### src/rtl/gpio_sc_pkg.sv
package gpio_sc_pkg;

    typedef enum logic [0:0] {
        BUS_IDLE = 1'b0,
        BUS_ACK  = 1'b1
    } bus_state_e;

    typedef enum logic [1:0] {
        REG_CLEAR = 2'd0,
        REG_SET   = 2'd1,
        REG_DIR   = 2'd2,
        REG_PINS  = 2'd3
    } reg_idx_e;

endpackage

### src/rtl/gpio_sc_sync.sv
module gpio_sc_sync #(
    parameter int WIDTH  = 32,
    parameter int STAGES = 2
) (
    input  logic             clk_i,
    input  logic             rst_ni,
    input  logic [WIDTH-1:0] async_i,
    output logic [WIDTH-1:0] sync_o
);

    logic [WIDTH-1:0] chain [STAGES];

    for (genvar s = 0; s < STAGES; s++) begin : g_stage
        always_ff @(posedge clk_i or negedge rst_ni) begin
            if (!rst_ni) begin
                chain[s] <= '0;
            end else if (s == 0) begin
                chain[s] <= async_i;
            end else begin
                chain[s] <= chain[(s == 0) ? 0 : s-1];
            end
        end
    end

    assign sync_o = chain[STAGES-1];

endmodule

### src/rtl/gpio_sc_bus_fsm.sv
module gpio_sc_bus_fsm
    import gpio_sc_pkg::*;
(
    input  logic clk_i,
    input  logic rst_ni,
    input  logic cyc_i,
    input  logic stb_i,
    output logic start_o,
    output logic ack_o
);

    bus_state_e state_q, state_d;

    // state register
    always_ff @(posedge clk_i or negedge rst_ni) begin
        if (!rst_ni) begin
            state_q <= BUS_IDLE;
        end else begin
            state_q <= state_d;
        end
    end

    // next state and outputs
    always_comb begin
        state_d = state_q;
        start_o = 1'b0;
        ack_o   = 1'b0;
        unique case (state_q)
            BUS_IDLE: begin
                if (cyc_i && stb_i) begin
                    start_o = 1'b1;
                    state_d = BUS_ACK;
                end
            end
            BUS_ACK: begin
                ack_o   = 1'b1;
                state_d = BUS_IDLE;
            end
            default: state_d = BUS_IDLE;
        endcase
    end

    AST_ACK_SINGLE: assert property (@(posedge clk_i) disable iff (!rst_ni)
        ack_o |=> !ack_o);

    AST_ACK_AFTER_REQ: assert property (@(posedge clk_i) disable iff (!rst_ni)
        ack_o |-> $past(cyc_i && stb_i));

    AST_IDLE_NO_ACK: assert property (@(posedge clk_i) disable iff (!rst_ni)
        !(cyc_i && stb_i) && !ack_o |=> !ack_o);

endmodule

### src/rtl/gpio_sc_regs.sv
module gpio_sc_regs
    import gpio_sc_pkg::*;
#(
    parameter int DATA_W = 32
) (
    input  logic              clk_i,
    input  logic              rst_ni,
    input  logic              start_i,
    input  logic              we_i,
    input  logic [1:0]        idx_i,
    input  logic [DATA_W-1:0] wdat_i,
    input  logic [DATA_W-1:0] lane_mask_i,
    input  logic [DATA_W-1:0] pins_i,
    output logic [DATA_W-1:0] latch_o,
    output logic [DATA_W-1:0] dir_o,
    output logic [DATA_W-1:0] rdat_o
);

    logic [DATA_W-1:0] latch_q, dir_q, rdat_q;
    logic [DATA_W-1:0] bit_mask;
    logic              wr_clr, wr_set, wr_dir, rd_en;
    reg_idx_e          idx;

    assign idx      = reg_idx_e'(idx_i);
    assign bit_mask = wdat_i & lane_mask_i;

    always_comb begin
        wr_clr = 1'b0;
        wr_set = 1'b0;
        wr_dir = 1'b0;
        rd_en  = start_i && !we_i;
        if (start_i && we_i) begin
            unique case (idx)
                REG_CLEAR: wr_clr = 1'b1;
                REG_SET:   wr_set = 1'b1;
                REG_DIR:   wr_dir = 1'b1;
                REG_PINS:  ; // read-only
                default:   ;
            endcase
        end
    end

    always_ff @(posedge clk_i or negedge rst_ni) begin
        if (!rst_ni) begin
            latch_q <= '0;
        end else if (wr_clr) begin
            latch_q <= latch_q & ~bit_mask;
        end else if (wr_set) begin
            latch_q <= latch_q | bit_mask;
        end
    end

    always_ff @(posedge clk_i or negedge rst_ni) begin
        if (!rst_ni) begin
            dir_q <= '0;
        end else if (wr_dir) begin
            dir_q <= (dir_q & ~lane_mask_i) | (wdat_i & lane_mask_i);
        end
    end

    always_ff @(posedge clk_i or negedge rst_ni) begin
        if (!rst_ni) begin
            rdat_q <= '0;
        end else if (rd_en) begin
            unique case (idx)
                REG_CLEAR: rdat_q <= '0;
                REG_SET:   rdat_q <= '0;
                REG_DIR:   rdat_q <= dir_q;
                REG_PINS:  rdat_q <= pins_i;
                default:   rdat_q <= '0;
            endcase
        end
    end

    assign latch_o = latch_q;
    assign dir_o   = dir_q;
    assign rdat_o  = rdat_q;

    AST_CLR_ONLY_LOWERS: assert property (@(posedge clk_i) disable iff (!rst_ni)
        wr_clr |=> ((latch_q & ~$past(latch_q)) == '0));

    AST_SET_ONLY_RAISES: assert property (@(posedge clk_i) disable iff (!rst_ni)
        wr_set |=> (($past(latch_q) & ~latch_q) == '0));

    AST_LATCH_HOLD: assert property (@(posedge clk_i) disable iff (!rst_ni)
        !(wr_set || wr_clr) |=> $stable(latch_q));

    AST_DIR_HOLD: assert property (@(posedge clk_i) disable iff (!rst_ni)
        !wr_dir |=> $stable(dir_q));

endmodule

### src/rtl/gpio_sc_port.sv
module gpio_sc_port #(
    parameter int ADR_W  = 8,
    parameter int DATA_W = 32
) (
    input  logic                clk_i,
    input  logic                rst_ni,
    input  logic                bus_cyc,
    input  logic                bus_stb,
    input  logic                bus_we,
    input  logic [ADR_W-1:0]    bus_adr,
    input  logic [DATA_W/8-1:0] bus_sel,
    input  logic [DATA_W-1:0]   bus_wdat,
    output logic [DATA_W-1:0]   bus_rdat,
    output logic                bus_ack,
    output logic [DATA_W-1:0]   pad_out,
    output logic [DATA_W-1:0]   pad_oe,
    input  logic [DATA_W-1:0]   pad_in
);

    localparam int LANES = DATA_W / 8;

    logic              start;
    logic [DATA_W-1:0] lane_mask;
    logic [DATA_W-1:0] pins_sync;
    logic [DATA_W-1:0] latch, dir;
    logic              unused_adr;

    assign unused_adr = ^{bus_adr[ADR_W-1:4], bus_adr[1:0]};

    for (genvar b = 0; b < LANES; b++) begin : g_lane
        assign lane_mask[8*b +: 8] = {8{bus_sel[b]}};
    end

    gpio_sc_bus_fsm u_fsm (
        .clk_i   (clk_i),
        .rst_ni  (rst_ni),
        .cyc_i   (bus_cyc),
        .stb_i   (bus_stb),
        .start_o (start),
        .ack_o   (bus_ack)
    );

    gpio_sc_sync #(.WIDTH(DATA_W), .STAGES(2)) u_sync (
        .clk_i   (clk_i),
        .rst_ni  (rst_ni),
        .async_i (pad_in),
        .sync_o  (pins_sync)
    );

    gpio_sc_regs #(.DATA_W(DATA_W)) u_regs (
        .clk_i       (clk_i),
        .rst_ni      (rst_ni),
        .start_i     (start),
        .we_i        (bus_we),
        .idx_i       (bus_adr[3:2]),
        .wdat_i      (bus_wdat),
        .lane_mask_i (lane_mask),
        .pins_i      (pins_sync),
        .latch_o     (latch),
        .dir_o       (dir),
        .rdat_o      (bus_rdat)
    );

    assign pad_out = latch;
    assign pad_oe  = dir;

endmodule

### config.mk
export PLATFORM = sky130hd
export DESIGN_NAME = gpio_sc_port
export DESIGN_NICKNAME = d
export VERILOG_FILES = /design/src/rtl/gpio_sc_pkg.sv /design/src/rtl/gpio_sc_sync.sv /design/src/rtl/gpio_sc_bus_fsm.sv /design/src/rtl/gpio_sc_regs.sv /design/src/rtl/gpio_sc_port.sv
export SDC_FILE = /design/constraint.sdc
export NUM_CORES = 1
export LEC_CHECK = 0
export ABC_CLOCK_PERIOD_IN_PS = 2700
export CORE_MARGIN = 2
export CORE_UTILIZATION = 55
export DETAILED_ROUTE_END_ITERATION = 10
export DONT_BUFFER_PORTS = 1
export PLACE_DENSITY = 0.69
export SYNTH_ARGS = -nofsm -noshare
export SYNTH_HDL_FRONTEND = slang
export SYNTH_HIERARCHICAL = 1
export SYNTH_SLANG_ARGS = --single-unit
### constraint.sdc
create_clock -name clk_i -period 2.7 [get_ports clk_i]
set_input_delay 0.27 -clock clk_i [delete_from_list [all_inputs] [get_ports clk_i]]
set_output_delay 0.27 -clock clk_i [all_outputs]
set_load 0.02 [all_outputs]
# Yosys cells after proc, flatten, opt, wreduce, memory -nomap -nowiden

Index checks and enable logic that the tools add are counted.

Mux-type cells: 13
Reductions and logical operators: 7
Eq/ne operators: 3
Bitwise logic cells: 8

Operators with widths:

| kind                                                             | count |
|---|---|
| 32-bit AND                                                       | 3 |
| 32-bit case mux with 3 select lines                              | 1 |
| 32-bit 2-to-1 mux                                                | 2 |
| 32-bit inverter                                                  | 2 |
| 32-bit bitwise OR                                                | 2 |
| 1-bit 2-to-1 mux                                                 | 9 |
| 2-bit == test (second input constant)                            | 2 |
| 1-bit logical AND                                                | 3 |
| 2-bit by 1-bit == test with 1-bit output (second input constant) | 1 |
| 2-bit logical NOT                                                | 1 |
| 1-bit case mux with 2 select lines                               | 1 |
| 2-bit nonzero test                                               | 1 |
| 2-bit OR reduction                                               | 1 |
| 1-bit logical NOT                                                | 1 |
| 1-bit inverter                                                   | 1 |

Logic and storage cells: 37
Input bits: 81
Output and inout port bits: 97
Register bits after elaboration: 161

# Longest topological paths before layout

Gate-level depths: netlist (run 1).

Depth after elaboration: 7
Depth in mapped cells: 6
Depth with buffers taken out: 4

# Hierarchy

The synthesis (run 1) kept the hierarchy.

By module, submodules not included:

| module          | seq. area each (um^2) | times used | cells each | area each (um^2) |
|---|---|---|---|---|
| gpio_sc_regs    | 2402.3                | 1          | 345        | 4275.4 |
| gpio_sc_sync    | 1601.5                | 1          | 96         | 1841.8 |
| gpio_sc_bus_fsm | 25.0                  | 1          | 2          | 33.8 |

# Worst setup path before layout (run 1)

Ideal clock, no wire load.

Kind: flip-flop to flip-flop
Start: reg u_fsm.state_q
End: reg with a tool-made name
Setup slack: 1.076 ns
Required time: 2.572 ns
Period minus slack after synthesis: 1.624 ns
Data arrival time: 1.496 ns
Path buffers: 2
Stages on the path, launching flop included: 7
Library setup time: 0.128 ns
Cells stage by stage: dfrtp_1 -> and3b_1 -> and4b_1 -> buf_4 -> buf_6 -> nand2_1 -> mux2_1

RTL lines:

| item                   | RTL line              | RTL |
|---|---|---|
| start, declared        | gpio_sc_bus_fsm.sv:12 | `bus_state_e state_q, state_d;` |
| start signal, assigned | gpio_sc_bus_fsm.sv:19 | `state_q <= state_d;` |

==> results of run 1 <==
-- power by group --
part,internal [µW],switching [µW],total (µW)
registers,2700,543,3250
clock network,1620,955,2570
logic,396,193,590
total,4720,1690,6410
-- per-stage QoR --
stage	util [%]	instances
2_1_floorplan	-	443
3_3_place_gp	55.0	536
3_5_place_dp	55.0	536
4_1_cts	70.4	670
5_1_grt	70.4	670
6_report	70.4	670
-- routing by layer --
metal  track usage [%]  vias to the layer above  share of wire (%)
met5                 0                        -                  0
li1                  -                     1630                  -
met4              8.14                        0                1.2
met1              26.4                     1862                 38
met2              42.6                      151                 52
met3              11.2                       15                9.0
-- timing repair --
item,4_1_cts,5_1_grt
endpoints found under the setup margin,0,1
endpoints found under the hold margin,288,161
resized for setup,0,1
-- cell usage in the layout (no fill, tap or decap), drive strengths merged --
cell / instances
nand3: 32
or2b: 1
clkinvlp: 1
clkbuf: 18
mux2: 64
dfrtp: 161
bufinv: 5
nand3b: 1
mux2i: 32
clkinv: 8
and4b: 1
buf: 7
and3b: 2
nand2: 64
o21ai: 32
dlygate4sd3: 101
-- cell type report --
| cell class | count | area (µm²) | area share [%] |
|---|---|---|---|
| tap | 140 | 175 | 2.28 |
| timing repair buffer | 108 | 1080 | 14.1 |
| multi-input combinational | 229 | 1740 | 22.7 |
| sequential | 161 | 4030 | 52.5 |
| clock inverter | 14 | 213 | 2.77 |
| clock buffer | 18 | 428 | 5.58 |
-- cell families after synthesis --
family,share of synthesized area (%)
and+or+nand+nor,7.20
AOI/OAI and AO/OA,2.60
muxes,18.4
buffers and inverters,6.24
DFF,65.5
-- final timing paths --
kind,startpoint,end,slack (ns)
min in group clk_i,bus_adr[2],u_regs/rdat_o[22],0.04
max reg2reg,u_fsm/state_q,flip-flop,0.13
min,rst_ni,u_regs/rdat_o[9],-0.57
max,u_fsm/state_q,flip-flop,0.13
max in group asynchronous,rst_ni,asynchronous set/reset pin,3.00
min reg2reg,u_sync/chain[45],u_sync/sync_o[13],0.34
-- critical path, cell delays in order, from the launching register on --
cell and delay [ns]:
dfrtp_1 0.46, and3b_1 0.33, and3b_2 0.37, buf_4 0.22, nand3_1 0.11, mux2_1 0.34, dlygate4sd3_1 0.61
==> results.sh, run 1 <==
export IMPL_cts_buffers_inserted=17
export IMPL_core_area_um2=10900
export IMPL_min_period_over_period_pct=95.3
export IMPL_worst_pin_slew_ns=0.563
export IMPL_hpwl_mm=7.50
export IMPL_p_per_area_nw_per_um2=836
export IMPL_fin_area_um2=7670
export IMPL_fin_setup_tns_ns=0
export IMPL_hold_violations=161
export IMPL_grt_pass1_vias=4092
export IMPL_synth_top_area_share_pct=65.5
export IMPL_avgSynthCellArea_um2=13.9
export IMPL_crit_fanout=9
export IMPL_gp_congestion=0.766
export IMPL_ys_seq_elements=161
export IMPL_area_growth_pct=24.7
export IMPL_grt_start_max_net_pins=162
export IMPL_synth_common_cells="dfrtp_1 (161), nand2_1 (64), buf_4 (37)"
export IMPL_power_total_uw=6410
export IMPL_end_kind="flip-flop"
export IMPL_cp_required_ns=3.10
export IMPL_power_leakage_uw=0.00360
export IMPL_drt_iter0_drc=190
export IMPL_grt_overflow=0
export IMPL_start_util_pct=56.5
export IMPL_rsz0062_at_grt="false"
export IMPL_max_slew_margin_rel_pct=62.4
export IMPL_placed_cell_area_um2=5990
export IMPL_die_h_um=110
export IMPL_wl_per_cell_um=20.9
export IMPL_critPathLaunchType="flip-flop"
export IMPL_synth_fp_nets=524
export IMPL_violations="hold timing"
export IMPL_antennaDiodeCount=0
export IMPL_chipWidth_um=110
export IMPL_irDropWorstVdd_mv=0.728
export IMPL_synth_area_leaders="dfrtp_1 (66%), mux2_4 (6.1%), mux2i_1 (5.2%), mux2_2 (5.1%), buf_4 (4.5%)"
export IMPL_drc=0
export IMPL_cts_tree="yes"
export IMPL_drive_gt1_share_pct=17.5
export IMPL_drtAntennaViolNets=0
export IMPL_skew_ns=0.00746
export IMPL_cts_path_max_buffers=2
export IMPL_die_area_um2=12000
export IMPL_max_freq_mhz=389
export IMPL_ys_seq_area_share_pct=65.5
export IMPL_cap_violations=0
export IMPL_synth_edff_count=0
export IMPL_hold_class="input port to asynchronous set/reset pin"
export IMPL_nNetsFinal=598
export IMPL_dr_total_vias=3658
export IMPL_clock_latency_ns=0.53
export IMPL_vias_per_cell=5.46
export IMPL_synth_main_ff_cell="dfrtp_1"
export IMPL_antenna_found_initial=0
export IMPL_dp_slack_ns=0.609
export IMPL_min_period_ns=2.57
export IMPL_worst_slack_ns=0.127
export IMPL_synthArstFlopShare_pct=100
export IMPL_drv_slew=0
export IMPL_setup_viol=0
export IMPL_worstSetupPathType="flip-flop to flip-flop"
export IMPL_clock_sinks=161
export IMPL_grt_pass1_wl_mm=21.3
export IMPL_finalWirelength_mm=14.0
export IMPL_postCtsHoldBufs=102
export IMPL_root_buffer="clkbuf_8"
export IMPL_ys_types=16
export IMPL_status="finished, violations left"
export IMPL_synth_warnings=6
export IMPL_cts_setup_buffers=0
export IMPL_reg2regPathDepth=6
export IMPL_cts_max_level=4
export IMPL_portBuffers=0
export IMPL_clkTransAtPathRegs_ns=0.06
export IMPL_syn_area_um2=6150
export IMPL_drt_pass1_iter_count=4
export IMPL_ioPinCount=178
export IMPL_cp_arrival_ns=2.98
export IMPL_rows=38
export IMPL_netlist_instances=443
export IMPL_yosys_area_top_type="dfrtp_1"
export IMPL_hold_ws_ns=-0.570
export IMPL_fillers=699
export IMPL_yosys_cell_count_top_type="dfrtp_1"
export IMPL_track_usage_pct=24.5
No activity file was read; power rests on OpenSTA's default activity.
==> run 2: changes to the inputs <==
- CELL_PAD_IN_SITES_DETAIL_PLACEMENT: unset -> 1
- CELL_PAD_IN_SITES_GLOBAL_PLACEMENT: unset -> 1
- CORE_UTILIZATION: 55 -> 54
- PLACE_DENSITY: 0.69 -> 0.83
- TNS_END_PERCENT: unset -> 1
==> run 2 against run 1 <==
The flow still finishes with violations (hold timing). Utilization is 4.9 points lower. Die area is 1.8% higher. Hold slack better by 0.11 ns. Clock power is 8.6% lower. Cell count is 6.0% lower. Clock skew is 0.0018 ns higher. Total power is 5.5% lower.
==> results.sh, run 2 (synthesis results as in run 1) <==
export IMPL_cp_arrival_ns=2.34
export IMPL_core_area_um2=11000
export IMPL_clkTransAtPathRegs_ns=0.06
export IMPL_hold_class="input port to asynchronous set/reset pin"
export IMPL_path_cells="and3b_1, and4b_1, buf_4, nand2_1, mux2_1"
export IMPL_portBuffers=0
export IMPL_postCtsHoldBufs=64
export IMPL_hpwl_mm=8.51
export IMPL_vias_per_cell=5.64
export IMPL_drive_gt1_share_pct=18.0
export IMPL_use_met2_pct=44.5
export IMPL_pwr_share_seq_pct=54.0
export IMPL_pwr_share_clk_pct=38.8
export IMPL_min_period_ns=2.05
export IMPL_crit_fanout=32
export IMPL_irDropWorstVdd_mv=0.525
export IMPL_grt_pass1_wl_mm=24.2
export IMPL_grt_overflow=0
export IMPL_setup_viol=0
export IMPL_placed_cell_area_um2=5980
export IMPL_min_period_over_period_pct=76.1
export IMPL_drc=0
export IMPL_switchingPower_uw=1650
export IMPL_cts_max_level=4
export IMPL_fin_area_um2=7200
export IMPL_clock_latency_ns=0.42
export IMPL_cts_tree="yes"
export IMPL_power_leakage_uw=0.00335
export IMPL_die_area_um2=12300
export IMPL_drv_slew=0
export IMPL_drtAntennaViolNets=0
export IMPL_mostFrequentLayoutCell="dfrtp_1"
export IMPL_nNetsFinal=559
export IMPL_grt_pass1_vias=4221
export IMPL_drt_pass1_iter_count=4
export IMPL_antenna_found_initial=0
export IMPL_cts_buffers_inserted=17
export IMPL_rows=38
export IMPL_rr_startpoint="u_fsm/state_q"
export IMPL_finalWirelength_mm=15.6
export IMPL_gr_usage_met1_pct=29.6
export IMPL_cts_resized=0
export IMPL_root_buffer="clkbuf_16"
export IMPL_met3_usage_pct=10.9
export IMPL_final_cell_mix="dfrtp_1 (161), nand2_1 (64), dlygate4sd3_1 (64)"
export IMPL_top_usage_layer="met2"
export IMPL_fin_setup_tns_ns=0
export IMPL_rsz0062_at_grt="false"
export IMPL_reg2reg_slack_ns=0.65
export IMPL_die_h_um=111
export IMPL_critPathSlowestCell="dfrtp_1"
export IMPL_max_slew_margin_rel_pct=62.7
export IMPL_worst_pin_slew_ns=0.558
export IMPL_critPathBufInv=1
export IMPL_antennaDiodeCount=0
export IMPL_hold_violations=161
export IMPL_violations="hold timing"
export IMPL_start_util_pct=56.0
export IMPL_max_stage_delay_ns=0.47
export IMPL_gp_congestion=0.780
export IMPL_reg2regPathDepth=5
export IMPL_swShare_pct=27.2
export IMPL_skew_ns=0.00926
export IMPL_clock_sinks=161
export IMPL_max_freq_mhz=487
export IMPL_drt_iter0_drc=136
export IMPL_chipWidth_um=111
export IMPL_hold_ws_ns=-0.455
export IMPL_ioPinCount=178
export IMPL_critPathLaunchType="flip-flop"
export IMPL_cpLargestDelayFamily="simple AND/OR/NAND/NOR gates"
export IMPL_area_growth_pct=17.1
export IMPL_pwr_share_comb_pct=7.2
export IMPL_grt_start_max_net_pins=162
export IMPL_worstSetupPathType="flip-flop to flip-flop"
export IMPL_p_per_area_nw_per_um2=841
export IMPL_status="finished, violations left"
export IMPL_dr_total_vias=3556
export IMPL_intPower_uw=4410
export IMPL_cap_violations=0
export IMPL_wl_per_cell_um=24.7
export IMPL_end_kind="flip-flop"
export IMPL_cp_required_ns=2.99
export IMPL_cts_path_max_buffers=2
export IMPL_track_usage_pct=26.2
## run 2: cell type report
cell class	instances	area [µm²]
Sequential cell	161	4030
Fill cell	988	3780
Multi-Input combinational cell	229	1740
Timing Repair Buffer	69	678
Clock buffer	21	470
Tap cell	140	175
Clock inverter	10	110
## run 2: stage by stage
stage / util, % / cells / setup WS (ns) / power [µW]
after CTS: 65.6 / 630 / 0.681 / 6070
final: 65.6 / 630 / 0.646 / 6050
after detailed placement: 54.4 / 535 / 0.727 / 3640
after global routing: 65.6 / 630 / 0.570 / 6260
after floorplan: - / 443 / 1.08 / 3540
after global placement: 54.4 / 535 / 0.801 / 3590
## run 2: how the worst max path moves through the flow
stage	from	end	cells past startpoint
floorplan	u_fsm/state_q	flip-flop	6
global placement	u_fsm/state_q	flip-flop	5
detailed placement	u_fsm/state_q	flip-flop	5
CTS	u_fsm/state_q	flip-flop	5
global route	u_fsm/state_q	flip-flop	5
finish	u_fsm/state_q	flip-flop	5
## run 2: metal layers
metal  wire, µm  share of wire [%]
met1       5870                 38
met2       7930                 51
met4        392                2.5
met5          0                  0
met3       1380                8.9
## run 2: repair_timing
item                                    CTS  global route
endpoints found under the hold margin   234           161
setup buffers                             0             0
endpoints found under the setup margin    0             0
## run 2: power by group through the flow
stage,sequential (µW),combinational (µW),clock (µW)
6_report,3270,438,2350
5_1_grt,3300,474,2480
4_1_cts,3260,427,2380
3_5_place_dp,3300,340,0
3_3_place_gp,3280,309,0
2_1_floorplan,3200,341,0
==> run 3: changes to the inputs <==
- ABC_CLOCK_PERIOD_IN_PS: 2700 -> 2100
- CORE_UTILIZATION: 54 -> 50
- PLACE_DENSITY: 0.83 -> 0.78
- clock period: 2.7 -> 2.1 ns (I/O delays scaled with it)
==> run 3 against run 2 <==
The flow still finishes with violations (hold timing). First-iteration DRC count is 15% higher. Combinational power rose by 32%. Register-to-register slack got worse by 0.42 ns. Cell count rose by 2.5%. Total power rose by 34%. Clock skew fell by 0.00062 ns. Worst setup slack lost 0.42 ns. Via count rose by 0.56%. Critical path type unchanged. Largest cell class unchanged. Highest routed layer unchanged.
==> results.sh, run 3 (synthesis results as in run 1) <==
export IMPL_cts_buffers_inserted=17
export IMPL_skew_ns=0.00864
export IMPL_rsz0062_at_grt="false"
export IMPL_postCtsHoldBufs=71
export IMPL_gp_congestion=0.757
export IMPL_clock_latency_ns=0.43
export IMPL_track_usage_pct=24.6
export IMPL_drt_iter0_drc=156
export IMPL_grt_pass1_vias=4256
export IMPL_drc=0
export IMPL_worstSetupPathType="flip-flop to flip-flop"
export IMPL_antennaDiodeCount=0
export IMPL_wl_per_cell_um=24.0
export IMPL_die_area_um2=13200
export IMPL_dp_slack_ns=0.312
export IMPL_cts_resized=0
export IMPL_grt_start_max_net_pins=162
export IMPL_clkTransAtPathRegs_ns=0.06
export IMPL_cts_max_level=4
export IMPL_worst_pin_slew_ns=0.409
export IMPL_portBuffers=0
export IMPL_chipWidth_um=115
export IMPL_fin_area_um2=7370
export IMPL_hold_class="input port to asynchronous set/reset pin"
export IMPL_area_growth_pct=19.8
export IMPL_grt_overflow=0
export IMPL_cts_setup_buffers=0
export IMPL_p_per_area_nw_per_um2=1100
export IMPL_cts_path_max_buffers=2
export IMPL_antenna_found_initial=0
export IMPL_max_freq_mhz=534
export IMPL_placed_cell_area_um2=6000
export IMPL_max_slew_margin_rel_pct=72.7
export IMPL_root_buffer="clkbuf_16"
export IMPL_final_cell_mix="dfrtp_1 (161), dlygate4sd3_1 (70), nand2_1 (64)"
export IMPL_irDropWorstVdd_mv=0.686
export IMPL_power_leakage_uw=0.00343
export IMPL_critPathLaunchType="flip-flop"
export IMPL_hold_ws_ns=-0.518
export IMPL_end_kind="flip-flop"
export IMPL_cp_required_ns=2.41
export IMPL_core_area_um2=12000
export IMPL_start_util_pct=51.2
export IMPL_worst_slack_ns=0.227
export IMPL_cap_violations=0
export IMPL_status="finished, violations left"
export IMPL_dr_total_vias=3576
export IMPL_cp_arrival_ns=2.18
export IMPL_drtAntennaViolNets=0
export IMPL_finalWirelength_mm=15.5
export IMPL_hold_violations=161
export IMPL_mostFrequentLayoutCell="dfrtp_1"
export IMPL_crit_fanout=21
export IMPL_grt_pass1_wl_mm=23.7
export IMPL_drt_pass1_iter_count=4
export IMPL_nNetsFinal=568
export IMPL_vias_per_cell=5.54
export IMPL_cts_tree="yes"
export IMPL_rows=40
export IMPL_fin_setup_tns_ns=0
export IMPL_clock_sinks=161
export IMPL_violations="hold timing"
export IMPL_min_period_ns=1.87
export IMPL_drive_gt1_share_pct=18.2
export IMPL_drv_slew=0
export IMPL_setup_viol=0
export IMPL_min_period_over_period_pct=89.2
export IMPL_ioPinCount=178
export IMPL_hpwl_mm=8.41
export IMPL_die_h_um=115
==> run 3: cell count changes in the layout (fill, tap and decap cells not counted) <==
cell and change:
dlygate4sd3_1 +6, bufinv_16 +3, buf_4 +2, clkinvlp_4 -2, buf_12 +1, clkbuf_8 -1
==> run 3: where the power goes <==
group	total [µW]	internal, µW	leakage, µW	switching, µW
clock	3360	2160	0.000312	1210
sequential	4190	3480	0.00202	710
combinational	579	375	0.00110	204
total	8130	6010	0.00343	2120
==> run 3: per-stage QoR <==
| step | utilization [%] | cells | hold slack [ns] | power [µW] |
|---|---|---|---|---|
| 3_3_place_gp | 50.0 | 544 | -0.0816 | 4610 |
| 3_5_place_dp | 50.0 | 544 | -0.0834 | 4670 |
| 2_1_floorplan | - | 443 | -0.0856 | 4550 |
| 6_report | 61.3 | 646 | -0.518 | 8130 |
| 5_1_grt | 61.3 | 646 | -0.537 | 8400 |
| 4_1_cts | 61.3 | 646 | -0.538 | 8180 |
==> run 3: worst max-delay path, stage by stage (launching register included) <==
cell	delay, ns
dfrtp_1	0.40
and3b_1	0.30
and4b_1	0.24
buf_4	0.32
nand2_1	0.15
mux2_4	0.33
==> run 3: final timing paths <==
path,slack [ns],start,end,cells after the start
setup / recovery,0.23,u_fsm/state_q,flip-flop,5
hold / removal,-0.52,rst_ni,asynchronous set/reset pin,0
setup reg to reg,0.23,u_fsm/state_q,flip-flop,5
hold reg to reg,0.35,u_sync/chain[41],u_sync/sync_o[9],0
max in group asynchronous,2.29,rst_ni,asynchronous set/reset pin,0
min in group clk_i,0.01,bus_adr[2],u_regs/rdat_o[1],2
==> run 3: per-layer routing <==
layer / GRT usage (%) / part of all wire, %
met3: 7.27 / 6.4
met4: 10.7 / 2.0
met1: 27.9 / 39
met5: 0 / 0
met2: 43.1 / 53
==> run 3: cell type report <==
class	instances	area, µm²
clock buffer	20	457
clock inverter	11	185
fill	1139	4650
multi-input combinational	229	1740
sequential	161	4030
tap	147	184
timing repair buffer	78	773
